### src/rtl/dbi_pkg.sv
package dbi_pkg;

    localparam int LANE_W_DEF  = 16;
    localparam int LANE_N_DEF  = 4;

    typedef enum logic [1:0] {
        PH_IDLE = 2'd0,
        PH_OWN  = 2'd1,
        PH_LAST = 2'd2
    } phase_e;

    // largest toggle count that is sent without complement
    function automatic int toggle_limit(input int width);
        return width / 2;
    endfunction

endpackage

### src/rtl/dbi_lane_enc.sv
module dbi_lane_enc
    import dbi_pkg::*;
#(
    parameter int W = LANE_W_DEF
) (
    input  logic [W-1:0] raw,
    input  logic [W-1:0] prev_pins_n,
    output logic [W-1:0] pins_n,
    output logic         inv
);
    localparam int CNT_W = $clog2(W + 1);
    localparam int LIMIT = toggle_limit(W);

    logic [W-1:0]     diff;
    logic [CNT_W-1:0] cnt;

    always_comb begin
        // uncomplemented pins would be ~raw; compare against held pins
        diff = (~raw) ^ prev_pins_n;
        cnt  = '0;
        for (int i = 0; i < W; i++) begin
            cnt = cnt + CNT_W'(diff[i]);
        end
        inv    = (int'(cnt) > LIMIT);
        pins_n = inv ? raw : ~raw;
    end

endmodule

### src/rtl/dbi_phase_ctrl.sv
module dbi_phase_ctrl
    import dbi_pkg::*;
(
    input  logic clk,
    input  logic rst,
    input  logic in_valid,
    input  logic in_last,
    output logic in_ready,
    output logic accept,
    output logic busy_n,
    output logic rdy_n
);
    phase_e state;
    logic   rdy_q;

    always_comb begin
        in_ready = (state != PH_LAST);
        accept   = in_valid && in_ready;
        busy_n   = (state == PH_IDLE);
        rdy_n    = rdy_q;
    end

    always_ff @(posedge clk) begin
        if (rst) begin
            state <= PH_IDLE;
            rdy_q <= 1'b1;
        end else begin
            rdy_q <= ~accept;
            if (accept) begin
                state <= in_last ? PH_LAST : PH_OWN;
            end else if (state == PH_LAST) begin
                state <= PH_IDLE;
            end
        end
    end

    AST_BUSY_COVERS_RDY: assert property (@(posedge clk) disable iff (rst)
        !rdy_n |-> !busy_n);

    AST_BUSY_RELEASE: assert property (@(posedge clk) disable iff (rst)
        (accept && in_last) |=> ##1 (busy_n && in_ready));

    AST_TAIL_BLOCKS: assert property (@(posedge clk) disable iff (rst)
        (accept && in_last) |=> !in_ready);

endmodule

### src/rtl/dbi_data_tx.sv
module dbi_data_tx
    import dbi_pkg::*;
#(
    parameter int LANE_W = LANE_W_DEF,
    parameter int LANE_N = LANE_N_DEF
) (
    input  logic                     clk,
    input  logic                     rst,
    input  logic                     in_valid,
    output logic                     in_ready,
    input  logic [LANE_W*LANE_N-1:0] in_data,
    input  logic                     in_last,
    output logic [LANE_W*LANE_N-1:0] bus_d_n,
    output logic [LANE_N-1:0]        bus_inv_n,
    output logic                     bus_busy_n,
    output logic                     bus_rdy_n
);
    localparam int BUS_W = LANE_W * LANE_N;
    localparam int LIMIT = toggle_limit(LANE_W);

    logic              accept;
    logic [BUS_W-1:0]  pins_q;
    logic [LANE_N-1:0] inv_n_q;
    logic [BUS_W-1:0]  pins_nxt;
    logic [LANE_N-1:0] inv_nxt;

    dbi_phase_ctrl u_ctrl (
        .clk      (clk),
        .rst      (rst),
        .in_valid (in_valid),
        .in_last  (in_last),
        .in_ready (in_ready),
        .accept   (accept),
        .busy_n   (bus_busy_n),
        .rdy_n    (bus_rdy_n)
    );

    for (genvar g = 0; g < LANE_N; g++) begin : g_lane
        dbi_lane_enc #(.W(LANE_W)) u_enc (
            .raw         (in_data[g*LANE_W +: LANE_W]),
            .prev_pins_n (pins_q[g*LANE_W +: LANE_W]),
            .pins_n      (pins_nxt[g*LANE_W +: LANE_W]),
            .inv         (inv_nxt[g])
        );

        AST_LANE_TOGGLE_CAP: assert property (@(posedge clk) disable iff (rst)
            !bus_rdy_n |-> ($countones(pins_q[g*LANE_W +: LANE_W]
                            ^ $past(pins_q[g*LANE_W +: LANE_W])) <= LIMIT));
    end

    // pin register doubles as the per-lane toggle reference
    always_ff @(posedge clk) begin
        if (rst) begin
            pins_q  <= '1;
            inv_n_q <= '1;
        end else if (accept) begin
            pins_q  <= pins_nxt;
            inv_n_q <= ~inv_nxt;
        end
    end

    assign bus_d_n   = pins_q;
    assign bus_inv_n = inv_n_q;

    logic [BUS_W-1:0] restored;
    for (genvar g = 0; g < LANE_N; g++) begin : g_chk
        assign restored[g*LANE_W +: LANE_W] = inv_n_q[g] ? ~pins_q[g*LANE_W +: LANE_W]
                                                         :  pins_q[g*LANE_W +: LANE_W];
    end

    AST_WORD_RESTORES: assert property (@(posedge clk) disable iff (rst)
        (in_valid && in_ready) |=> (restored == $past(in_data)));

    AST_IDLE_HOLD: assert property (@(posedge clk) disable iff (rst)
        !(in_valid && in_ready) |=> ($stable(pins_q) && $stable(inv_n_q) && bus_rdy_n));

endmodule

### config.mk
export PLATFORM = sky130hd
export DESIGN_NAME = dbi_data_tx
export DESIGN_NICKNAME = d
export VERILOG_FILES = /design/src/rtl/dbi_pkg.sv /design/src/rtl/dbi_lane_enc.sv /design/src/rtl/dbi_phase_ctrl.sv /design/src/rtl/dbi_data_tx.sv
export SDC_FILE = /design/constraint.sdc
export NUM_CORES = 1
export LEC_CHECK = 0
export BUFFER_PORTS_ARGS = -buffer_cell sky130_fd_sc_hd__buf_4
export CORE_ASPECT_RATIO = 0.8
export CORE_MARGIN = 2
export CORE_UTILIZATION = 30
export CTS_CLUSTER_SIZE = 20
export DETAILED_ROUTE_END_ITERATION = 8
export PLACE_DENSITY_LB_ADDON = 0.2
export SYNTH_ARGS = -nofsm -noshare
export SYNTH_HDL_FRONTEND = slang
export SYNTH_SLANG_ARGS = --single-unit
### constraint.sdc
create_clock -name clk -period 10.6 [get_ports clk]
set_input_delay 2.12 -clock clk [delete_from_list [all_inputs] [get_ports clk]]
set_output_delay 2.12 -clock clk [all_outputs]
set_load 0.005 [all_outputs]
==> qor.log <==
[drt] routed vias 4706
[floorplanning] die area 18550 um2
[worst_setup_path] number of cells on the worst reg-to-reg path 14
[grt] initial antenna violation count 0
[sta] RSZ-0062 raised after global routing false
[grt] global-route layer with the greatest usage met2
[cts] clock sink count 71
[cells_and_area] fraction of layout cells with a size suffix above 1 23.41%
[status] run status complete, no violations
[min_path] worst min path class reg2reg
[grt] wire length of the first global-routing pass 22860 um
[worst_setup_path] Max Fanout on Critical Path 17
[worst_setup_path] master of the slowest instance on the critical path or2_2
[worst_setup_path] critical path type in2reg
[cts] TritonCTS clock tree yes
[sta] worst slew slack as a fraction of its limit 42.70%
[worst_setup_path] most frequent cell on the critical path fa_1
[sta] share of the clock period used by the worst path 69.22%
[sta] fin worst setup slack 3263 ps
[cells_and_area] number of nets in the finished design 845
[sta] clk_skew 5.454 ps
[floorplanning] Starting Density 30.44%
[worst_setup_path] critical path, cell by cell buf_4 > xnor2_1 > ha_1 > fa_1 > fa_1 > fa_1 > inv_1 > fa_1 > fa_1 > fa_1 > and4b_1 > o21ai_0 > nand3_1 > or2_2 > a211o_1
[placed_design] routability-driven placement congestion ratio 0.7835
[logic_synthesis] YS warnings 0
[worst_setup_path] crit-path leading delay family adder cells
[placed_design] worst-case setup slack after placement 2886 ps
[logic_synthesis] asr flop ratio synth 0%
[logic_synthesis] most used flip-flop cell after synthesis dfxtp_1
[cells_and_area] Area growth, synth to finish 29.12%
[drt] DRC 0
[logic_synthesis] Yosys reg bits 71
[min_path] Hold Path Stages 1
[worst_setup_path] source of the worst register-to-register timing path bus_d_n[0]
[sta] number of max-slew violations in the final report 0
[sta] final-report hold violation count 0
[min_path] min-delay src bus_inv_n[1]
[flow_run] Maximum Capacitance Violations 0
[grt] total overflow reported by the global router 0
[sta] final-report setup violation count 0
[logic_synthesis] number of distinct standard cells referenced by the synthesized netlist 39
[cts] root buffer cell clkbuf_16
[worst_setup_path] critical path required time 10820 ps
[floorplanning] y dimension of the die 122.2 um
[placed_design] half-perimeter wire length after placement 10100 um
[floorplanning] area of the placeable core 17220 um2
[cts] clock slew seen by the registers of the worst setup and hold paths 60 ps
[logic_synthesis] average instance area after synthesis 8.706 um2
[grt] global-route track usage on met2 25.23%
[cts] post-CTS repair timing setup buffer count 0
[drt] Detailed Route WL 14090 um
[grt] total global-route track usage 15.42%
[worst_setup_path] type of element capturing the critical path flip-flop
[cells_and_area] leading cell type in the layout, fill and taps excluded buf_4
[grt] pin count of the biggest net entering global routing 84
[cells_and_area] most frequent cells in the layout buf_4, dfxtp_1, a21oi_1
[logic_synthesis] post-synth net total 730
[cts] insertion delay of the later-clocked pin in the worst-skew pair 340 ps
[grt] global routing met1 resource utilization 20.49%
[cells_and_area] number of inserted diodes 0
[drt] routed length per placed instance 14.88 um
[sta] max frequency 136.3 MHz
[worst_setup_path] Buf/Inv on CP 2
[placed_design] placed cell count 931
[grt] number of global-route vias before repair 4681
[sta] slew at the pin closest to its max-slew limit 859.5 ps
[logic_synthesis] netlist area before placement 5241 um2
[sta] min cycle time layout 7337 ps
[placed_design] number of port buffers 138
[logic_synthesis] instance count of the mapped netlist 602
[cts] hold-fix buffers at CTS 0
[drt] starting DRC count in detailed routing 238
[cells_and_area] Final Non-Filler Cells 947
[drt] ratio of routed vias to standard cells 4.969
[cts] H-tree levels 3
[logic_synthesis] count of flip-flops with a built-in enable after synthesis 0
[floorplanning] Row Count 43
[grt] met3 usage in global routing 3.234%
[cts] TritonCTS buffer count 9
[drt] number of search-and-repair iterations in the first detailed-routing pass 4
[drt] antenna violation net count after detailed routing 0
[cts] post-cts repair resize count 0
[floorplanning] Die X-Extent 151.8 um
[worst_setup_path] worst stage delay on the critical path 660 ps
[cts] maximum root-to-sink buffer count 2
[logic_synthesis] sequential fraction of the synthesis area 27.12%
[sta] Total Neg Setup Slack 0 ps
[worst_setup_path] total stage count of the critical path 15
[floorplanning] I/O pin cnt 139
[worst_setup_path] critical path launch point type primary input
[worst_setup_path] timing startpoint of the critical path in_data[0]
[worst_setup_path] arrival time at the worst endpoint 7560 ps
stage by stage:
| step | hold slack [ps] | utilization (%) | cell area, um2 |
|---|---|---|---|
| 4_1_cts | 503.9 | 39.31 | 6768 |
| 2_1_floorplan | 460.5 | - | 5241 |
| 3_5_place_dp | 493.9 | 37.51 | 6459 |
| 6_report | 493.9 | 39.31 | 6768 |
| 5_1_grt | 525.4 | 39.31 | 6768 |
| 3_3_place_gp | 476.4 | 37.51 | 6459 |
cells by family after synthesis:
logic type	count (synthesis)	share of synthesized area, %
buffers and inverters	72	5.419
adders and majority gates	60	20.05
AOI/OAI and AO/OA	197	23.01
DFF	71	27.12
xor gates and xnor gates	80	13.37
and+or+nand+nor	122	11.03
flip-flops by register name (all words and copies together), names as in the netlist:
name	flops
bus_d_n	64
u_ctrl.state	2
bus_inv_n	4
u_ctrl.rdy_n	1
synth_stat cells, drive strengths merged (4+ instances only):
cell,number,area (um2)
dfxtp,71,1421
a21oi,67,335.3
o21ai,52,260.3
xnor2,48,420.4
fa,40,800.8
clkbuf,37,138.9
nand2,37,138.9
nor2,37,141.4
o211ai,32,240.2
xor2,32,280.3
inv,31,116.4
ha,20,250.2
nor3,19,95.09
o21a,17,127.6
o31ai,16,120.1
nand3,5,25.02
buf,4,28.78
nor2b,4,25.02
per-layer routing:
| metal | vias to the layer above | share of wire [%] |
|---|---|---|
| met5 | - | 0 |
| li1 | 2305 | - |
| met4 | 0 | 0.99 |
| met1 | 2278 | 47 |
| met3 | 11 | 4.9 |
| met2 | 112 | 48 |
final timing paths:
path / slack (ps) / endpoint
min reg2reg: 490 / bus_inv_n[1]
max: 3260 / bus_inv_n[0]
min: 490 / bus_inv_n[1]
max reg2reg: 4820 / bus_inv_n[0]
worst reg2reg max path, stage by stage, from the launching register on:
cell and delay, ps:
dfxtp_1 340, xnor2_1 130, ha_1 320, fa_1 530
fa_1 520, fa_1 550, inv_1 60, fa_1 520
fa_1 470, fa_1 440, and4b_1 230, o21ai_0 80
nand3_1 480, or2_2 660, a211o_1 340
final cells by class:
cell class                      count  area, um2
Clock buffer                       11      252.7
Clock inverter                      5      56.30
Fill cell                        1735      10450
Inverter                           31      116.4
Multi-Input combinational cell    459       3551
Sequential cell                    71       1421
Tap cell                          225      281.5
Timing Repair Buffer              145       1089
Power is not shown: default switching activity piles up to over one toggle a cycle in this logic, so the estimate is an artifact.
